===== config.mk =====
export PLATFORM = sky130hd
export DESIGN_NAME = dbg_supervisor
export DESIGN_NICKNAME = d
export VERILOG_FILES = /design/src/rtl/dbg_sup_pkg.sv /design/src/rtl/dbg_regfile.sv /design/src/rtl/dbg_icmp.sv /design/src/rtl/dbg_dcmp.sv /design/src/rtl/dbg_mode_fsm.sv /design/src/rtl/dbg_supervisor.sv
export SDC_FILE = /design/constraint.sdc
export NUM_CORES = 1
export LEC_CHECK = 0
export ABC_AREA = 1
export CAP_MARGIN = 20
export CORE_ASPECT_RATIO = 1.1
export CORE_MARGIN = 2
export CORE_UTILIZATION = 38
export CTS_BUF_LIST = sky130_fd_sc_hd__clkbuf_16
export DETAILED_ROUTE_END_ITERATION = 8
export SLEW_MARGIN = 30
export SYNTH_ARGS = -nofsm -noshare
export SYNTH_HDL_FRONTEND = slang
export SYNTH_SLANG_ARGS = --single-unit

===== constraint.sdc =====
create_clock -name clk -period 15.97 [get_ports clk]
set_clock_uncertainty 0.2 [all_clocks]
set_input_delay 3.194 -clock clk [delete_from_list [all_inputs] [get_ports clk]]
set_output_delay 3.194 -clock clk [all_outputs]
set_load 0.005 [all_outputs]

===== src/rtl/dbg_sup_pkg.sv =====
package dbg_sup_pkg;

  typedef enum logic [1:0] {
    MODE_NORMAL = 2'd0,
    MODE_DEBUG  = 2'd1,
    MODE_HALTED = 2'd2
  } dbg_mode_e;

  localparam int          TRAP_VEC_W = 8;
  localparam logic [7:0]  HW_TRAP_VEC = 8'd255;

endpackage


===== src/rtl/dbg_regfile.sv =====
module dbg_regfile #(
  parameter int NI    = 4,
  parameter int ND    = 2,
  parameter int NL    = 2,
  parameter int AW    = 32,
  parameter int DW    = 32,
  parameter int SEL_W = 4
) (
  input  logic                          clk,
  input  logic                          rst_n,
  input  logic                          wr_allow,
  input  logic                          wr,
  input  logic [SEL_W-1:0]              sel,
  input  logic [DW-1:0]                 wdata,
  input  logic [SEL_W-1:0]              rd_sel,
  output logic [DW-1:0]                 rd_data,
  output logic [NI+ND-1:0]              ctrl,
  output logic [NI-1:0][AW-1:0]         ibar,
  output logic [ND-1:0][AW-1:0]         dbar,
  output logic [ND-1:0][NL-1:0][DW-1:0] dbdr,
  output logic [ND-1:0][NL-1:0][DW-1:0] dbmr
);

  localparam int IBAR_BASE = 1;
  localparam int DBAR_BASE = IBAR_BASE + NI;
  localparam int DBDR_BASE = DBAR_BASE + ND;
  localparam int DBMR_BASE = DBDR_BASE + ND * NL;
  localparam int NREG      = DBMR_BASE + ND * NL;

  logic [NREG-1:0][DW-1:0] regs_q, regs_d;
  logic [NREG-1:0]         we;

  // write enables and next-state
  always_comb begin
    regs_d = regs_q;
    for (int r = 0; r < NREG; r++) begin
      we[r] = wr_allow && wr && (sel == SEL_W'(r));
      if (we[r]) regs_d[r] = wdata;
    end
  end

  always_ff @(posedge clk or negedge rst_n) begin
    if (!rst_n) regs_q <= '0;
    else if (|we) regs_q <= regs_d;
  end

  always_comb begin
    rd_data = '0;
    for (int r = 0; r < NREG; r++)
      if (rd_sel == SEL_W'(r)) rd_data = regs_q[r];
  end

  assign ctrl = regs_q[0][NI+ND-1:0];

  for (genvar i = 0; i < NI; i++) begin : g_ibar
    assign ibar[i] = regs_q[IBAR_BASE+i][AW-1:0];
  end

  for (genvar j = 0; j < ND; j++) begin : g_dcmp_regs
    assign dbar[j] = regs_q[DBAR_BASE+j][AW-1:0];
    for (genvar k = 0; k < NL; k++) begin : g_lane
      assign dbdr[j][k] = regs_q[DBDR_BASE + j*NL + k];
      assign dbmr[j][k] = regs_q[DBMR_BASE + j*NL + k];
    end
  end

  AST_WR_GATED: assert property (@(posedge clk) disable iff (!rst_n)
    !wr_allow |=> $stable(regs_q));

endmodule


===== src/rtl/dbg_icmp.sv =====
module dbg_icmp #(
  parameter int NI = 4,
  parameter int AW = 32
) (
  input  logic                  fetch_vld,
  input  logic [AW-1:0]         fetch_addr,
  input  logic [NI-1:0]         en,
  input  logic [NI-1:0][AW-1:0] addr,
  output logic [NI-1:0]         hit
);

  for (genvar i = 0; i < NI; i++) begin : g_cmp
    assign hit[i] = en[i] && fetch_vld && (fetch_addr == addr[i]);
  end

endmodule


===== src/rtl/dbg_dcmp.sv =====
module dbg_dcmp #(
  parameter int ND = 2,
  parameter int NL = 2,
  parameter int AW = 32,
  parameter int DW = 32
) (
  input  logic                          dacc_vld,
  input  logic [AW-1:0]                 dacc_addr,
  input  logic [NL*DW-1:0]              dacc_data,
  input  logic [ND-1:0]                 en,
  input  logic [ND-1:0][AW-1:0]         dbar,
  input  logic [ND-1:0][NL-1:0][DW-1:0] dbdr,
  input  logic [ND-1:0][NL-1:0][DW-1:0] dbmr,
  output logic [ND-1:0]                 hit
);

  for (genvar j = 0; j < ND; j++) begin : g_cmp
    logic [NL-1:0] lane_ok;
    for (genvar k = 0; k < NL; k++) begin : g_lane
      // mask bit 1 = don't care
      assign lane_ok[k] = ((dacc_data[k*DW +: DW] ^ dbdr[j][k]) & ~dbmr[j][k]) == '0;
    end
    assign hit[j] = en[j] && dacc_vld && (dacc_addr == dbar[j]) && (&lane_ok);
  end

endmodule


===== src/rtl/dbg_mode_fsm.sv =====
module dbg_mode_fsm
  import dbg_sup_pkg::*;
#(
  parameter int NHIT = 6
) (
  input  logic            clk,
  input  logic            rst_n,
  input  logic            brk_insn,
  input  logic            rett_insn,
  input  logic            rett_op,
  input  logic            trap_en,
  input  logic [NHIT-1:0] hit,
  output dbg_mode_e       mode,
  output logic            trap,
  output logic [NHIT-1:0] cause
);

  dbg_mode_e       state_q, state_d;
  logic            trap_q, trap_d;
  logic [NHIT-1:0] cause_q, cause_d;
  logic [NHIT-1:0] first_hit;

  // lowest index wins
  always_comb begin
    first_hit = '0;
    for (int i = NHIT - 1; i >= 0; i--) begin
      if (hit[i]) begin
        first_hit    = '0;
        first_hit[i] = 1'b1;
      end
    end
  end

  always_comb begin
    state_d = state_q;
    trap_d  = 1'b0;
    cause_d = cause_q;
    unique case (state_q)
      MODE_NORMAL: begin
        if (rett_insn) begin
          if (trap_en || rett_op) state_d = MODE_HALTED;
        end else if (brk_insn) begin
          state_d = MODE_DEBUG;
          cause_d = '0;
        end else if (|hit) begin
          state_d = MODE_DEBUG;
          trap_d  = 1'b1;
          cause_d = first_hit;
        end
      end
      MODE_DEBUG: begin
        if (rett_insn) begin
          if (trap_en)      state_d = MODE_HALTED;
          else if (rett_op) state_d = MODE_NORMAL;
        end
      end
      MODE_HALTED: state_d = MODE_HALTED;
      default:     state_d = MODE_HALTED;
    endcase
  end

  always_ff @(posedge clk or negedge rst_n) begin
    if (!rst_n) begin
      state_q <= MODE_NORMAL;
      trap_q  <= 1'b0;
      cause_q <= '0;
    end else begin
      state_q <= state_d;
      trap_q  <= trap_d;
      cause_q <= cause_d;
    end
  end

  assign mode  = state_q;
  assign trap  = trap_q;
  assign cause = cause_q;

  AST_HALT_STICKY: assert property (@(posedge clk) disable iff (!rst_n)
    state_q == MODE_HALTED |=> state_q == MODE_HALTED);
  AST_DBG_EXIT: assert property (@(posedge clk) disable iff (!rst_n)
    (state_q == MODE_DEBUG && rett_insn && !trap_en && rett_op) |=> state_q == MODE_NORMAL);
  AST_DBG_STAY: assert property (@(posedge clk) disable iff (!rst_n)
    (state_q == MODE_DEBUG && rett_insn && !trap_en && !rett_op) |=> state_q == MODE_DEBUG);
  AST_RETT_TE_HALT: assert property (@(posedge clk) disable iff (!rst_n)
    (rett_insn && trap_en) |=> state_q == MODE_HALTED);
  AST_BRK_CLEAR: assert property (@(posedge clk) disable iff (!rst_n)
    (state_q == MODE_NORMAL && !rett_insn && brk_insn) |=> (cause_q == '0 && !trap_q));
  AST_DBG_IGNORE: assert property (@(posedge clk) disable iff (!rst_n)
    (state_q == MODE_DEBUG && !rett_insn) |=> ($stable(cause_q) && !trap_q));
  AST_TRAP_ONESHOT: assert property (@(posedge clk) disable iff (!rst_n)
    trap_q |=> !trap_q);
  AST_TRAP_IN_DBG: assert property (@(posedge clk) disable iff (!rst_n)
    trap_q |-> state_q == MODE_DEBUG);
  AST_CAUSE_ONEHOT: assert property (@(posedge clk) disable iff (!rst_n)
    $onehot0(cause_q));

endmodule


===== src/rtl/dbg_supervisor.sv =====
module dbg_supervisor
  import dbg_sup_pkg::*;
#(
  parameter int NUM_IBRK = 4,
  parameter int NUM_DBRK = 2,
  parameter int NUM_LANE = 2,
  parameter int ADDR_W   = 32,
  parameter int DATA_W   = 32,
  localparam int NUM_REG = 1 + NUM_IBRK + NUM_DBRK + 2 * NUM_DBRK * NUM_LANE,
  localparam int SEL_W   = $clog2(NUM_REG + 1),
  localparam int NHIT    = NUM_IBRK + NUM_DBRK
) (
  input  logic                         clk,
  input  logic                         rst_n,
  input  logic                         brk_insn,
  input  logic                         rett_insn,
  input  logic                         rett_op,
  input  logic                         trap_en,
  input  logic                         fetch_vld,
  input  logic [ADDR_W-1:0]            fetch_addr,
  input  logic                         dacc_vld,
  input  logic [ADDR_W-1:0]            dacc_addr,
  input  logic [NUM_LANE*DATA_W-1:0]   dacc_data,
  input  logic                         dreg_wr,
  input  logic [SEL_W-1:0]             dreg_sel,
  input  logic [DATA_W-1:0]            dreg_wdata,
  input  logic [SEL_W-1:0]             dreg_rsel,
  output logic [DATA_W-1:0]            dreg_rdata,
  output logic                         dbg_active,
  output logic                         core_halt,
  output logic                         dbg_trap,
  output logic [TRAP_VEC_W-1:0]        dbg_trap_vec,
  output logic [NHIT-1:0]              hit_status
);

  // reset release synchronizer
  logic [1:0] rst_pipe_q;
  logic       rst_sync_n;

  always_ff @(posedge clk or negedge rst_n) begin
    if (!rst_n) rst_pipe_q <= '0;
    else        rst_pipe_q <= {rst_pipe_q[0], 1'b1};
  end
  assign rst_sync_n = rst_pipe_q[1];

  dbg_mode_e                                     mode;
  logic [NHIT-1:0]                               ctrl;
  logic [NUM_IBRK-1:0][ADDR_W-1:0]               ibar;
  logic [NUM_DBRK-1:0][ADDR_W-1:0]               dbar;
  logic [NUM_DBRK-1:0][NUM_LANE-1:0][DATA_W-1:0] dbdr;
  logic [NUM_DBRK-1:0][NUM_LANE-1:0][DATA_W-1:0] dbmr;
  logic [NUM_IBRK-1:0]                           ihit;
  logic [NUM_DBRK-1:0]                           dhit;
  logic                                          trap;

  dbg_regfile #(
    .NI(NUM_IBRK), .ND(NUM_DBRK), .NL(NUM_LANE),
    .AW(ADDR_W), .DW(DATA_W), .SEL_W(SEL_W)
  ) u_regs (
    .clk     (clk),
    .rst_n   (rst_sync_n),
    .wr_allow(mode == MODE_DEBUG),
    .wr      (dreg_wr),
    .sel     (dreg_sel),
    .wdata   (dreg_wdata),
    .rd_sel  (dreg_rsel),
    .rd_data (dreg_rdata),
    .ctrl    (ctrl),
    .ibar    (ibar),
    .dbar    (dbar),
    .dbdr    (dbdr),
    .dbmr    (dbmr)
  );

  dbg_icmp #(.NI(NUM_IBRK), .AW(ADDR_W)) u_icmp (
    .fetch_vld (fetch_vld),
    .fetch_addr(fetch_addr),
    .en        (ctrl[NUM_IBRK-1:0]),
    .addr      (ibar),
    .hit       (ihit)
  );

  dbg_dcmp #(.ND(NUM_DBRK), .NL(NUM_LANE), .AW(ADDR_W), .DW(DATA_W)) u_dcmp (
    .dacc_vld (dacc_vld),
    .dacc_addr(dacc_addr),
    .dacc_data(dacc_data),
    .en       (ctrl[NHIT-1:NUM_IBRK]),
    .dbar     (dbar),
    .dbdr     (dbdr),
    .dbmr     (dbmr),
    .hit      (dhit)
  );

  dbg_mode_fsm #(.NHIT(NHIT)) u_fsm (
    .clk      (clk),
    .rst_n    (rst_sync_n),
    .brk_insn (brk_insn),
    .rett_insn(rett_insn),
    .rett_op  (rett_op),
    .trap_en  (trap_en),
    .hit      ({dhit, ihit}),
    .mode     (mode),
    .trap     (trap),
    .cause    (hit_status)
  );

  assign dbg_active   = (mode == MODE_DEBUG);
  assign core_halt    = (mode == MODE_HALTED);
  assign dbg_trap     = trap;
  assign dbg_trap_vec = trap ? HW_TRAP_VEC : '0;

  AST_VEC_ONLY_TRAP: assert property (@(posedge clk) disable iff (!rst_sync_n)
    !dbg_trap |-> dbg_trap_vec == '0);
  AST_NO_DBG_HALT: assert property (@(posedge clk) disable iff (!rst_sync_n)
    !(dbg_active && core_halt));

endmodule


* Word-level counts from Yosys, hierarchy flattened
Cells that the tools add are included.
** Word-level totals
- Register bits :: 491
- ROM bits :: 0
- Output and inout bits :: 49
- Bits of input ports :: 177
- Memory bits (writable) :: 0
- Memories kept :: 0
- Latch bits :: 0
** Cells by class
- Equal/unequal tests :: 40
- Reductions and logical operators :: 60
- Multipliers :: 0
- $add $sub $neg :: 0
- Shift operators :: 0
- Divide/modulo/power cells :: 0
- Multiplexer cells :: 36
- $lt $le $gt $ge :: 0
- Bitwise gates (word level) :: 13
** Operators by type and width (number)
- two-way mux 32 bit :: 15
- == test 32 bit :: 6
- AND 32 bit :: 4
- zero test 32 bit :: 4
- inverter 32 bit :: 4
- bitwise XOR 32 bit :: 4
- == test 4 bit, second input constant :: 14
- two-way mux 6 bit :: 8
- AND reduction 2 bit :: 17
- == test 4 x 3 -> 1 bit, second input constant :: 8
- logical AND 1 bit :: 30
- == test 4 x 2 -> 1 bit, second input constant :: 4
- OR reduction 15 bit :: 1
- two-way mux 2 bit :: 7
- == test 4 x 1 -> 1 bit, second input constant :: 2
- zero test 4 bit :: 2
- two-way mux 8 bit :: 1
- OR reduction 6 bit :: 1
- two-way mux 1 bit :: 4
- != test 4 x 3 -> 1 bit, second input constant :: 1
- case mux 2 bit (2 select lines) :: 1
- AND reduction 4 bit :: 1
- != test 3 x 2 -> 1 bit, second input constant :: 1
- != test 3 bit, second input constant :: 1
- other kinds (8) :: 8

* Logic depth before layout (Yosys ltp)
- Depth in word-level cells :: 16
- Gate-level depth with buffers :: 16
- Gate-level depth less buffers :: 15

* Modules after synthesis
Synthesis repeated with hierarchy kept, for this count alone.
** Unflattened totals
- Cell total of the unflattened synthesis :: 4482
- Area, all modules :: 30984.7 um^2
** Modules (own cells, without submodules)
- dbg_regfile :: instances 1, area each 24303.3 um^2, cells each 2988
- dbg_dcmp :: instances 1, area each 3938.8 um^2, cells each 916
- dbg_icmp :: instances 1, area each 2168.3 um^2, cells each 508
- dbg_mode_fsm :: instances 1, area each 445.4 um^2, cells each 55
- dbg_supervisor :: instances 1, area each 128.9 um^2, cells each 15

* Least setup slack after synthesis
OpenSTA, ideal clock, no wires.
- Kind :: input port to output port
- Start :: input dreg_rsel[3]
- End :: output dreg_rdata[12]
- Stages :: 10
- Setup slack :: 8320 ps
- Data required time :: 12576 ps
- Arrival :: 4256 ps
- Path through :: inv_1 nand2_1 nor2_1 clkbuf_1 nand2_1 nand4_1 nor2_1 nand4_1 nor2_1 nand4_1
** Between the ends
- Word-level cells in the longest chain between the ends :: 16
- Elaborated cells between the ends (all ways) :: 30
- Those cells by class :: 14 x eq/ne; 15 x mux; 1 x reduce/logical
** Ends and longest elaborated chain
- start, declared :: line dbg_supervisor.sv:27 : input logic [SEL_W-1:0] dreg_rsel,
- zero test 4 bit :: line dbg_regfile.sv:50 : if (rd_sel == SEL_W'(r)) rd_data = regs_q[r];
- two-way mux 32 bit (14 in a row) :: line dbg_regfile.sv:50
- two-way mux 32 bit (*) :: line dbg_regfile.sv:50
- end, declared :: line dbg_supervisor.sv:28 : output logic [DATA_W-1:0] dreg_rdata,
Mark *: on every way between the ends. The rest lies on a longest branch, timed or not.

* Final worst setup path
- Start :: input dreg_rsel[0]
- End :: output dreg_rdata[31]
The elaborated chain is that of the path after synthesis.

==> results.sh <==
export IMPL_status="finished, final reports clean"
export IMPL_grt_pass1_vias=25430
export IMPL_final_setup_viol_count=0
export IMPL_multiInputGateArea_sq_mm=0.01320
export IMPL_place_congestion=1.042
export IMPL_layoutNonFillerInstCount=5217
export IMPL_cts_sinks=491
export IMPL_finalHoldViolCount=0
export IMPL_place_area_sq_mm=0.03094
export IMPL_fin_nets=4397
export IMPL_met3_usage_pct=3.357
export IMPL_htree_num_levels=2
export IMPL_tightest_slew_ns=0.9241
export IMPL_layout_area_seq_sq_mm=0.01229
export IMPL_route_detailed_drc=0
export IMPL_fill_cells=7647
export IMPL_seq_area_frac_synth_pct=43.85
export IMPL_rr_startpoint="rst_pipe_q[1]"
export IMPL_hold_end="rst_pipe_q[1]"
export IMPL_cts_root_buffer="clkbuf_16"
export IMPL_critical_path_max_stage_delay_ns=0.50
export IMPL_crit_path_max_fanout=31
export IMPL_antenna_found_initial=0
export IMPL_startpoint_type="input pin"
export IMPL_dp_slack_ns=6.440
export IMPL_start_util_pct=38.32
export IMPL_dp_hpwl_mm=86.31
export IMPL_rsz0062_at_grt="false"
export IMPL_holdCritStartpoint="rst_pipe_q[0]"
export IMPL_maxSlewViolCount=0
export IMPL_core_sq_mm=0.07313
export IMPL_drive_gt1_share_pct=3.941
export IMPL_cp_end_kind="primary output"
export IMPL_place_inst=5117
export IMPL_max_freq_mhz=104.2
export IMPL_maxCapViolCount=0
export IMPL_crit_chain="clkdlybuf4s50_1 > nand2_1 > inv_2 > nand2_2 > nor2_1 > nor3_1 > nand4_1 > nor2_1 > nand4_1 > nor2_1 > nand4_1 > clkdlybuf4s50_1"
export IMPL_post_cts_buffers=0
export IMPL_cts_made_buffers=55
export IMPL_busiest_layer="met2"
export IMPL_clockBufferDepth=3
export IMPL_arrival_ns=6.21
export IMPL_fin_hold_ws_ns=0.1435
export IMPL_wl_per_cell_um=22.10
export IMPL_synth_main_ff_cell="dfrtp_1"
export IMPL_yosysUniqueCellTypes=38
export IMPL_die_x_um=262.9
export IMPL_slew_limit_headroom_pct=38.40
export IMPL_rows=104
export IMPL_detail_route_first_pass_iterations=6
export IMPL_synth_edff_count=0
export IMPL_ys_top_cells_by_area="dfrtp_1 44%, nand2_1 20%, o21ai_0 8.7%"
export IMPL_reg2reg_depth=3
export IMPL_syn_area_sq_mm=0.02802
export IMPL_grt_use_met2_pct=49.44
export IMPL_async_flop_share_pct=100.0
export IMPL_hp_class="flip-flop to flip-flop"
export IMPL_ir_drop_mv=0.06861
export IMPL_finalCritPeriodShare_pct=60.11
export IMPL_period_needed_ns=9.599
export IMPL_n_antenna_cell=0
export IMPL_grt_max_degree=73
export IMPL_hold_buffers=0
export IMPL_synthCells=4094
export IMPL_cts_tree="built"
export IMPL_r2r_end="u_regs.ibar[4]"
export IMPL_yosys_register_bits=491
export IMPL_cp_required_ns=12.58
export IMPL_hold_path_depth=0
export IMPL_rrSetupSlack_ns=12.58
export IMPL_crit_slowest_cell="clkdlybuf4s50_1"
export IMPL_die_y_um=288.8
export IMPL_ctsResizeCount=0
export IMPL_ant_nets=0
export IMPL_pwr_density_cell_mw_per_mm2=85.62
export IMPL_critical_path_class="input pin to primary output"
export IMPL_clock_latency_ns=0.63
export IMPL_overflow=0
export IMPL_fin_ws_ns=6.371
export IMPL_vias_per_cell=5.232
export IMPL_p_leak_nw=14.60
export IMPL_ios=226
export IMPL_syn_area_per_cell_sq_um=6.845
export IMPL_synth_top_area_share_pct=43.85
export IMPL_grt_total_usage_pct=30.32
export IMPL_vias=27290
export IMPL_clkTransAtPathRegs_ns=0.06
export IMPL_routed_wl_mm=115.3
export IMPL_gr_usage_met1_pct=41.15
export IMPL_fp_dieArea_sq_mm=0.07593
export IMPL_fin_area_sq_mm=0.03274
export IMPL_cp_top_family="simple AND/OR/NAND/NOR gates"
export IMPL_grt_pass1_wl_mm=169.9
export IMPL_first_iter_violations=2981
export IMPL_post_synth_top_area_cell="dfrtp_1"
export IMPL_syn_num_nets=4271
export IMPL_port_buffers=225
export IMPL_path_buf_inv=3
export IMPL_yosys_warnings=0
export IMPL_syn_to_final_growth_pct=16.84
export IMPL_setup_tns_ns=0
==> synthesized netlist by cell type, types with 3 or more instances <==
cell / n
nand4_1: 123
o21ai_1: 66
buf_2: 38
inv_2: 8
dfrtp_1: 491
o21ai_0: 489
xor2_1: 9
clkbuf_2: 7
nand2_2: 7
o211ai_1: 14
or2_2: 4
inv_1: 464
xnor2_1: 52
nor2_1: 427
nor2_4: 6
nand3_1: 105
a21oi_1: 22
nand4_2: 3
or2_1: 4
buf_4: 12
nor3_1: 27
nor2_2: 7
clkbuf_1: 127
nand2_1: 1498
nand3b_1: 61
nand4_4: 6
nand3_4: 3
o22ai_1: 3
==> power breakdown <==
part	switching, mW	internal (mW)	total (mW)
Combinational	0.177	0.0825	0.259
Sequential	0.00505	1.25	1.25
Clock	0.554	0.738	1.29
Total	0.736	2.07	2.80
==> through the flow <==
| step | util [%] | power, mW |
|---|---|---|
| final | 44.77 | 2.803 |
| after global routing | 44.77 | 2.892 |
| after CTS | 44.76 | 2.818 |
| after detailed placement | 42.31 | 1.531 |
| after global placement | 42.28 | 1.531 |
| after floorplan | - | 1.388 |
==> layout by cell type (no fill, tap or decap), drive strengths merged, types with 2 or more instances in the layout <==
master         instances
nand2               1506
o21ai                555
dfrtp                491
inv                  480
nor2                 440
clkdlybuf4s50        225
nand4                132
nand3                109
nand3b                61
clkbuf                55
xnor2                 52
buf                   29
clkinv                28
nor3                  27
a21oi                 22
o211ai                14
xor2                   9
or2                    8
bufinv                 7
o22ai                  3
clkinvlp               3
and3                   2
==> state kept, by name, indices dropped and copies added (netlist names) <==
name	flops
u_regs.dbdr	128
u_regs.dbmr	128
u_regs.ibar	128
u_regs.dbar	64
u_regs.regs_q	26
u_fsm.cause	6
u_regs.ctrl	6
rst_pipe_q	2
u_fsm.mode	2
u_fsm.trap	1
==> cell families (layout without fill, tap and decap cells) <==
kind of cell / count (synthesis) / after routing / share of synthesized area, %
buffers and inverters: 658 / 827 / 9.220
other: 1 / 1 / 0.01338
DFF: 491 / 491 / 43.85
and+or+nand+nor: 2287 / 2287 / 34.20
AOI/OAI and AO/OA: 596 / 596 / 10.81
xor gates and xnor gates: 61 / 61 / 1.907
==> worst max-delay path by stage <==
stage	cells after the start	startpoint	to	slack (ns)
after floorplan	0	rst_pipe_q[1]	u_fsm.cause[0]	1.07
after global placement	13	dreg_rsel[0]	dreg_rdata[26]	6.41
after detailed placement	12	dreg_rsel[0]	dreg_rdata[31]	6.44
after CTS	12	dreg_rsel[0]	dreg_rdata[31]	6.42
after global routing	12	dreg_rsel[0]	dreg_rdata[31]	6.13
final	12	dreg_rsel[0]	dreg_rdata[31]	6.37
==> metal layers <==
metal / vias up / wire [um]
li1: 13100 / -
met2: 1167 / 52920
met3: 187 / 8224
met5: - / 0
met1: 12840 / 48860
met4: 0 / 5280
==> cell type report <==
type	count	share of cell area, %
Clock buffer	55	4.204
Clock inverter	45	1.273
Inverter	473	5.426
Multi-Input combinational cell	2945	40.31
Sequential cell	491	37.54
Tap cell	954	3.646
Timing Repair Buffer	254	7.605
(Power assumes the default switching activity.)
